--- src/rtl/wrmst_pkg.sv ---
// Shared types and protocol constants for the burst write master.
// Assumes AXI4 encodings for burst type and response codes.
package wrmst_pkg;

    typedef enum logic [1:0] {
        ST_IDLE = 2'd0,
        ST_DATA = 2'd1,
        ST_RESP = 2'd2
    } wr_state_t;

    localparam logic [1:0] BURST_INCR = 2'b01;
    localparam logic [1:0] RESP_OKAY  = 2'b00;

endpackage

--- src/rtl/wr_addr_chan.sv ---
// Address channel of the write master.
// Raises awvalid on launch, independent of awready, and holds the payload
// until the handshake. Flags the handshake to the controller on addr_hs.
// Assumes launch only arrives while the channel is idle.
module wr_addr_chan #(
    parameter int ADDR_W = 32,
    parameter int LEN_W  = 8
) (
    input  logic              clk,
    input  logic              rst_n,
    input  logic              launch,
    input  logic [ADDR_W-1:0] base_addr,
    input  logic [LEN_W-1:0]  burst_len,
    input  logic              awready,
    output logic              awvalid,
    output logic [ADDR_W-1:0] awaddr,
    output logic [LEN_W-1:0]  awlen,
    output logic              addr_hs
);

    assign addr_hs = awvalid && awready;

    // Load the address payload on launch and retire it on the handshake.
    always_ff @(posedge clk) begin
        if (!rst_n) begin
            awvalid <= 1'b0;
            awaddr  <= '0;
            awlen   <= '0;
        end else if (launch) begin
            awvalid <= 1'b1;
            awaddr  <= base_addr;
            awlen   <= burst_len;
        end else if (addr_hs) begin
            awvalid <= 1'b0;
        end
    end

    // a stalled address stays valid and unchanged
    a_r3_aw_hold: assert property (@(posedge clk) disable iff (!rst_n)
        (awvalid && !awready) |=> (awvalid && $stable(awaddr) && $stable(awlen)));

    // valid drops once the address is accepted
    a_r3_aw_drop: assert property (@(posedge clk) disable iff (!rst_n)
        (addr_hs && !launch) |=> !awvalid);

endmodule

--- src/rtl/wr_data_chan.sv ---
// Data channel of the write master.
// On launch, loads beat 0 from the source port and raises wvalid without
// waiting on wready. Each data handshake loads the next beat. The beat after
// index burst_len is never loaded; the final handshake clears wvalid.
// Assumes the source port returns the data for src_idx in the same cycle.
module wr_data_chan #(
    parameter int DATA_W = 32,
    parameter int LEN_W  = 8
) (
    input  logic              clk,
    input  logic              rst_n,
    input  logic              launch,
    input  logic [LEN_W-1:0]  burst_len,
    input  logic [DATA_W-1:0] src_data,
    output logic [LEN_W-1:0]  src_idx,
    input  logic              wready,
    output logic              wvalid,
    output logic [DATA_W-1:0] wdata,
    output logic              wlast,
    output logic              last_hs
);

    // One spare bit so a 2**LEN_W beat burst cannot wrap the counter.
    localparam int CNT_W = LEN_W + 1;

    logic [CNT_W-1:0] load_cnt;
    logic [LEN_W-1:0] len_q;
    logic             beat_hs;

    assign beat_hs = wvalid && wready;
    assign last_hs = beat_hs && wlast;
    assign src_idx = load_cnt[LEN_W-1:0];

    // Beat loader: advances only on a real data handshake.
    always_ff @(posedge clk) begin
        if (!rst_n) begin
            wvalid   <= 1'b0;
            wdata    <= '0;
            wlast    <= 1'b0;
            load_cnt <= '0;
            len_q    <= '0;
        end else if (launch) begin
            len_q    <= burst_len;
            wvalid   <= 1'b1;
            wdata    <= src_data;
            wlast    <= (burst_len == '0);
            load_cnt <= CNT_W'(1);
        end else if (beat_hs) begin
            if (wlast) begin
                wvalid   <= 1'b0;
                wlast    <= 1'b0;
                load_cnt <= '0;
            end else begin
                wdata    <= src_data;
                wlast    <= (load_cnt == {1'b0, len_q});
                load_cnt <= load_cnt + CNT_W'(1);
            end
        end
    end

    // a stalled beat stays valid and unchanged
    a_r4_w_hold: assert property (@(posedge clk) disable iff (!rst_n)
        (wvalid && !wready) |=> (wvalid && $stable(wdata) && $stable(wlast)));

    // the final beat ends the data phase
    a_r5_last_ends: assert property (@(posedge clk) disable iff (!rst_n)
        (last_hs && !launch) |=> !wvalid);

    // the counter never passes the number of beats in the burst
    a_r5_cnt_bound: assert property (@(posedge clk) disable iff (!rst_n)
        wvalid |-> (load_cnt <= {1'b0, len_q} + CNT_W'(1)));

endmodule

--- src/rtl/wr_resp_ctrl.sv ---
// Sequencer of the write master.
// Accepts start only while idle, and records the address and final-data
// handshakes in two separate flags. It opens the response phase once both
// are in, whichever came first. It then holds bready until the response,
// pulses done, and updates the sticky error flag.
module wr_resp_ctrl
    import wrmst_pkg::*;
(
    input  logic       clk,
    input  logic       rst_n,
    input  logic       start,
    input  logic       addr_hs,
    input  logic       last_hs,
    input  logic       bvalid,
    input  logic [1:0] bresp,
    output logic       launch,
    output logic       bready,
    output logic       done,
    output logic       error
);

    wr_state_t state;
    logic      aw_seen;
    logic      w_seen;
    logic      aw_fin;
    logic      w_fin;

    assign launch = (state == ST_IDLE) && start;
    assign bready = (state == ST_RESP);
    assign aw_fin = aw_seen || addr_hs;
    assign w_fin  = w_seen || last_hs;

    // Phase sequencing, acceptance flags, done pulse and sticky error.
    always_ff @(posedge clk) begin
        if (!rst_n) begin
            state   <= ST_IDLE;
            aw_seen <= 1'b0;
            w_seen  <= 1'b0;
            done    <= 1'b0;
            error   <= 1'b0;
        end else begin
            done <= 1'b0;
            case (state)
                ST_IDLE: begin
                    if (start) begin
                        state   <= ST_DATA;
                        error   <= 1'b0;
                        aw_seen <= 1'b0;
                        w_seen  <= 1'b0;
                    end
                end
                ST_DATA: begin
                    if (aw_fin && w_fin) begin
                        state   <= ST_RESP;
                        aw_seen <= 1'b0;
                        w_seen  <= 1'b0;
                    end else begin
                        aw_seen <= aw_fin;
                        w_seen  <= w_fin;
                    end
                end
                ST_RESP: begin
                    if (bvalid) begin
                        state <= ST_IDLE;
                        done  <= 1'b1;
                        if (bresp != RESP_OKAY) error <= 1'b1;
                    end
                end
                default: state <= ST_IDLE;
            endcase
        end
    end

    // no response phase while either channel is still outstanding
    a_r6_bready_gate: assert property (@(posedge clk) disable iff (!rst_n)
        (state == ST_DATA && !(aw_fin && w_fin)) |=> !bready);

    // response phase follows directly once both channels are done
    a_r6_bready_open: assert property (@(posedge clk) disable iff (!rst_n)
        (state == ST_DATA && aw_fin && w_fin) |=> bready);

    // done is a single-cycle pulse
    a_r7_done_pulse: assert property (@(posedge clk) disable iff (!rst_n)
        done |=> !done);

    // an error response raises the error flag
    a_r8_err_set: assert property (@(posedge clk) disable iff (!rst_n)
        (bvalid && bready && bresp != RESP_OKAY) |=> (error && done));

endmodule

--- src/rtl/burst_write_master.sv ---
// Single-burst AXI4 write master, top level.
// Wires the address channel, the data channel and the sequencer. Burst
// type is fixed to incrementing, beat size to the full bus width, and all
// byte lanes are enabled. Assumes DATA_W is a power of two of at least 8.
module burst_write_master
    import wrmst_pkg::*;
#(
    parameter int ADDR_W = 32,
    parameter int DATA_W = 32,
    parameter int LEN_W  = 8
) (
    input  logic                clk,
    input  logic                rst_n,
    input  logic                start,
    input  logic [ADDR_W-1:0]   base_addr,
    input  logic [LEN_W-1:0]    burst_len,
    input  logic [DATA_W-1:0]   src_data,
    output logic [LEN_W-1:0]    src_idx,
    output logic                awvalid,
    input  logic                awready,
    output logic [ADDR_W-1:0]   awaddr,
    output logic [LEN_W-1:0]    awlen,
    output logic [2:0]          awsize,
    output logic [1:0]          awburst,
    output logic                wvalid,
    input  logic                wready,
    output logic [DATA_W-1:0]   wdata,
    output logic [DATA_W/8-1:0] wstrb,
    output logic                wlast,
    input  logic                bvalid,
    output logic                bready,
    input  logic [1:0]          bresp,
    output logic                done,
    output logic                error
);

    localparam int STRB_W    = DATA_W / 8;
    localparam int SIZE_CODE = $clog2(STRB_W);

    logic launch;
    logic addr_hs;
    logic last_hs;

    assign awsize  = 3'(SIZE_CODE);
    assign awburst = BURST_INCR;
    assign wstrb   = {STRB_W{1'b1}};

    wr_resp_ctrl u_ctrl (
        .clk     (clk),
        .rst_n   (rst_n),
        .start   (start),
        .addr_hs (addr_hs),
        .last_hs (last_hs),
        .bvalid  (bvalid),
        .bresp   (bresp),
        .launch  (launch),
        .bready  (bready),
        .done    (done),
        .error   (error)
    );

    wr_addr_chan #(.ADDR_W(ADDR_W), .LEN_W(LEN_W)) u_aw (
        .clk       (clk),
        .rst_n     (rst_n),
        .launch    (launch),
        .base_addr (base_addr),
        .burst_len (burst_len),
        .awready   (awready),
        .awvalid   (awvalid),
        .awaddr    (awaddr),
        .awlen     (awlen),
        .addr_hs   (addr_hs)
    );

    wr_data_chan #(.DATA_W(DATA_W), .LEN_W(LEN_W)) u_w (
        .clk       (clk),
        .rst_n     (rst_n),
        .launch    (launch),
        .burst_len (burst_len),
        .src_data  (src_data),
        .src_idx   (src_idx),
        .wready    (wready),
        .wvalid    (wvalid),
        .wdata     (wdata),
        .wlast     (wlast),
        .last_hs   (last_hs)
    );

    // both valids come up together after a launch, regardless of ready
    a_r2_launch_valids: assert property (@(posedge clk) disable iff (!rst_n)
        launch |=> (awvalid && wvalid));

    // no new launch while either channel is still busy
    a_r9_no_relaunch: assert property (@(posedge clk) disable iff (!rst_n)
        (awvalid || wvalid || bready) |-> !launch);

endmodule

--- config.mk ---
export PLATFORM = sky130hd
export DESIGN_NAME = burst_write_master
export DESIGN_NICKNAME = d
export VERILOG_FILES = /design/src/rtl/wrmst_pkg.sv /design/src/rtl/wr_addr_chan.sv /design/src/rtl/wr_data_chan.sv /design/src/rtl/wr_resp_ctrl.sv /design/src/rtl/burst_write_master.sv
export SDC_FILE = /design/constraint.sdc
export NUM_CORES = 1
export LEC_CHECK = 0
export BUFFER_PORTS_ARGS = -buffer_cell sky130_fd_sc_hd__buf_4
export CORE_MARGIN = 8
export CORE_UTILIZATION = 24
export DETAILED_ROUTE_END_ITERATION = 6
export HOLD_SLACK_MARGIN = 0.08
export PLACE_DENSITY = 0.51
export SYNTH_ARGS = -nofsm -noshare
export SYNTH_HDL_FRONTEND = slang
export SYNTH_HIERARCHICAL = 1
export SYNTH_SLANG_ARGS = --single-unit
--- constraint.sdc ---
create_clock -name clk -period 3.85 [get_ports clk]
set_input_delay 0.1925 -clock clk [delete_from_list [all_inputs] [get_ports clk]]
set_output_delay 0.1925 -clock clk [all_outputs]
set_load 0.02 [all_outputs]
Word-level counts from Yosys, hierarchy flattened. Index checks and enable logic that the tools add are counted.

Add/sub/neg operators: 1. $mul: 0. Divide/modulo/power cells: 0. Order comparisons: 0. Eq/ne operators: 8. Shift-type cells: 0. Muxes and demuxes: 27. Bitwise logic cells: 1. Reduce and logical (&&, ||, !) cells: 22.

Operators by type and width (count): 32-bit 2-to-1 mux (3); 1-bit 2-to-1 mux (16); 2-bit nonzero test (6); 9-bit by 1-bit adder with 9-bit output, second input constant (1); 9-bit by 8-bit == test with 1-bit output (1); 9-bit 2-to-1 mux (1); 8-bit logical NOT (1); 2-bit AND reduction (4); 2-bit 2-to-1 mux (3); 2-bit != test, second input constant (3); 1-bit one-hot mux with 2 select lines (3); 2-bit one-hot mux with 3 select lines (1); 1-bit logical AND (5); 2-bit by 1-bit != test with 1-bit output, second input constant (2); 4-bit AND reduction (1); 3-bit AND reduction (1); 2-bit by 1-bit == test with 1-bit output, second input constant (1); 2-bit == test, second input constant (1); 2-bit logical NOT (1); 1-bit logical OR (2); 2-bit OR reduction (1); 1-bit NOT (1).

Register bits: 90. Latch bits: 0. Bits in writable memories: 0. ROM bits: 0. Input port bits: 80. Output and inout port bits: 95. Word-level logic and storage cells: 72. Memories kept: 0.

Longest topological paths before layout.
Depth in word-level cells: 6. Depth in mapped cells: 7. Mapped depth without buffers: 6.

Modules after synthesis. The synthesis kept the hierarchy.

Modules (own cells, without submodules): wr_data_chan (times used 1, cells an instance 245, area each 2157.1 µm², seq. area each 1021.0 µm²); wr_addr_chan (times used 1, cells an instance 133, area each 1597.8 µm², seq. area each 820.8 µm²); wr_resp_ctrl (times used 1, cells an instance 32, area each 279.0 µm², seq. area each 120.1 µm²); burst_write_master (times used 1, cells an instance 11, area each 75.1 µm², seq. area each 0.0 µm²).

Worst setup path after synthesis. No wires, ideal clock.

Kind: register to register. From: register u_ctrl.state[0]. To: register u_w.load_cnt[2]. Setup time: 0.124 ns. Data arrival time: 1.373 ns. Required time: 3.726 ns. Path slack: 2.354 ns. Stages on the path, launching flop included: 6. Buffers on the path: 2. Period minus slack after synthesis: 1.496 ns. Cells stage by stage: dfxtp_1 nor3b_2 buf_2 buf_2 nand3b_1 nor2_1.

Cells in the longest elaborated chain, start to end: 3.

Ends and longest elaborated chain: start: declaration (line wr_resp_ctrl.sv:22) `wr_state_t state;`; start signal: assignment (line wr_resp_ctrl.sv:36) `state <= ST_IDLE;`; start signal: assignment (line wr_resp_ctrl.sv:46) `state <= ST_DATA;`; start signal: assignment (line wr_resp_ctrl.sv:54) `state <= ST_RESP;`; 2-bit logical NOT (line wr_resp_ctrl.sv:28) `assign launch = (state == ST_IDLE) && start;`; 1-bit logical AND (line wr_resp_ctrl.sv:28); via launch (line burst_write_master.sv:40) `logic launch;`; 2-bit OR reduction (no line); end signal: assignment (line wr_data_chan.sv:56) `load_cnt <= load_cnt + CNT_W'(1);`; end: declaration (line wr_data_chan.sv:26) `logic [CNT_W-1:0] load_cnt;`.

The timed path passes the listed nets, and every way through them passes these cells. A chain may end at the register's enable or synchronous reset.

Worst setup path in the final report.
From: register u_ctrl.state[0]. To: register u_w.wdata[7].

Cells in the longest elaborated chain, start to end: 4. Elaborated cells on any way between the ends: 6. Those cells by class: 1 x eq/ne; 1 x mux; 4 x reduce/logical.

Ends and longest elaborated chain: 2-bit logical NOT * (line wr_resp_ctrl.sv:28); 1-bit logical AND * (line wr_resp_ctrl.sv:28); via launch (line burst_write_master.sv:40); 2-bit != test (no line) / 2-bit nonzero test (equally long branches); 2-bit AND reduction (no line); end signal: assignment (line wr_data_chan.sv:45) `wdata <= src_data;`; end signal: assignment (line wr_data_chan.sv:54) `wdata <= src_data;`; end: declaration (line wr_data_chan.sv:18) `output logic [DATA_W-1:0] wdata,`.

The timed path passes the listed nets; every way through them passes the cells marked *.

==> results.txt <==
CTS tree - done
fin. max-slew vios - 0
Most used DFF post-synth - dfxtp_1
worst path arrival time - 2.60 ns
Max IR drop VDD - 0.1843 mV
FMAX - 426.6 MHz
initial drt markers - 90
post-synthesis mux area share - 0.1194
Yosys top cell by area - dfxtp_1
DIE HEIGHT - 146.8 um
Routed WL - 11.12 mm
max_cap viols - 0
CP endpoint kind - flop
hpwl dp - 8.199 mm
Num CTS Buffers - 9
Worst Max-Slew Pin Slew - 1.264 ns
Area contributors post-synth - dfxtp_1 48%, mux2i_1 12%, nor2b_1 8.1%
H-tree levels - 3
post-synth top area share - 0.4775
Synth Area in Adders - 0.003045
Pleak - 2.525 nW
worst skew pair latency - 0.34 ns
vias in the first global route - 3428
Setup Viol. Count Final - 0
Post-Syn Area - 4109 um^2
share of synthesized registers carrying an async set or reset - 0
worst min-delay path category - input port to flop
most common cell after layout, fill and taps aside - buf_4
wire length of the first global-routing pass - 17.77 mm
gr ovfl total - 0
Hold Fails Final Rpt - 0
RSZ-0062 raised after global routing - false
antenna violations before repair - 0
simple logic cell fraction of the synthesized area - 0.2043
slowest library cell on the worst path - or2_1
Critical Path Fanout Max - 32
sequential-to-total area share from yosys stat - 0.4775
Final min period - 2.344 ns
CP Class - flop to flop
die area - 21560 um^2
most frequent cells in the layout - 167 x buf_4, 98 x dfxtp_1, 72 x nand2_1
total number of vias - 3275
antenna-violating nets left - 0
wire per inst - 13.94 um
1st-pass router iterations - 4
Top delay family on crit path - simple AND/OR/NAND/NOR gates
Post-synth EDFFs - 0
Seq cells post-synth - 98
DRC errors left - 0
CP Buf/Inv Count - 1
largest family of logic cells by synthesized area - simple AND/OR/NAND/NOR gates
Reg clk slew, reported paths - 0.06 ns
syn avg cell area - 9.760 um^2
PwrDens - 430.1 nW/um^2
post-synthesis compound-gate area fraction - 0.08618
Slew HR - 0.1562
CTS root buf - clkbuf_16
Area Growth Syn to Fin - 38.15%
antenna cell count - 0
Layout Nets - 649
Final period util - 0.6089
core area - 17000 um^2
CP cell instances - nor3b_4, buf_4, or2_1, nand2_1, a21boi_0
Longest Clk Path Bufs - 2
post-cts sizing count - 0
outcome - completed
Ys Warns - 6
Starting Density - 0.2418
Setup TNS Final - 0 ns
Layout Cell Area excl Fill - 5677 um^2
clock skew - 0.004752 ns
largest net degree at the start of global routing - 95
die extent in x - 146.8 um
clk sinks - 98
Mapped Cells - 421
Worst EP required - 4.10 ns
placed cell area - 5364 um^2
CP startpoint kind - flop
vias per cell - 4.104
share of cells above drive strength 1 - 0.3246
Ports - 175
post-synthesis xor/xnor area fraction - 0.02984
num rows - 48
GPL Wtd Cong - 0.7098
total track usage - 0.1012
Netlist cell types - 41
max incr delay on CP - 0.88 ns
IO buf count - 165
-- layout make-up --
class,count,area [um^2]
Clock buffer,15,297.8
Clock inverter,1,5.005
Fill cell,1756,11320
Inverter,2,7.507
Multi-Input combinational cell,289,1859
Sequential cell,98,1962
Tap cell,225,281.5
Timing Repair Buffer,168,1264
-- worst paths after layout --
| path | from | endpoint | slack (ns) | cells past startpoint |
|---|---|---|---|---|
| setup / recovery | u_ctrl/state[0] | u_w/wdata[7] | 1.51 | 5 |
| hold / removal | src_data[4] | u_w/wdata[4] | 0.10 | 3 |
| setup reg to reg | u_ctrl/state[0] | u_w/wdata[7] | 1.51 | 5 |
| hold reg to reg | u_w/wdata[26] | u_w/wdata[26] | 0.45 | 2 |
-- metal layers --
layer,routed length (um),global-route usage
met1,5038,0.1216
met2,5133,0.1629
met3,766,0.03353
met4,185,0.04173
met5,0,0
-- per-stage QoR --
step / setup WS [ns] / std cells / utilization / total power, mW / hold WS, ns
global route: 1.223 / 798 / 0.3340 / 2.571 / 0.09002
CTS: 1.461 / 798 / 0.3340 / 2.494 / 0.08310
floorplan: 2.354 / 428 / - / 1.400 / 0.3100
detailed placement: 1.479 / 781 / 0.3156 / 1.569 / 0.4426
finish: 1.506 / 798 / 0.3340 / 2.441 / 0.1046
global placement: 1.541 / 781 / 0.3156 / 1.563 / 0.4397
-- synth_stat cells, types with 3 or more instances --
master	number
dfxtp_1	98
nand2_1	72
nor2b_1	53
mux2i_1	49
a21boi_1	30
buf_4	17
xor2_1	12
nor2_1	10
a21oi_1	8
clkbuf_1	8
buf_2	6
o21a_1	5
buf_12	4
buf_6	4
nand3_1	4
nor3_1	4
o22ai_1	3
-- cells by family after synthesis --
group                      count (synthesis)
adders and majority gates                  1
muxes                                     49
other                                      2
buffers and inverters                     41
xor gates and xnor gates                  14
and+or+nand+nor                          165
DFF                                       98
AOI/OAI and AO/OA                         51
-- registers in the layout, indices dropped and copies added (netlist names), 2 cells and up --
| name | flops |
|---|---|
| u_aw/awlen | 8 |
| u_w/len_q | 8 |
| u_aw/awaddr | 32 |
| u_ctrl/state | 2 |
| u_w/wdata | 32 |
| u_w/load_cnt | 9 |
-- timing repair --
action,in CTS,in global routing
hold buffers,1,0
setup buffers,0,0
endpoints found under the hold margin,1,0
-- report_power, final --
part | switching (mW) | total, mW | internal, mW | leakage [nW]
clock network | 0.375 | 0.902 | 0.527 | 0.152
logic | 0.222 | 0.423 | 0.201 | 1.57
registers | 0.0400 | 1.12 | 1.08 | 0.805
-- tightest hold or removal path: stages --
cell	delay [ns]
buf_4	0.11
nand2_1	0.05
a21boi_1	0.05
No activity file was read; power rests on OpenSTA's default activity.
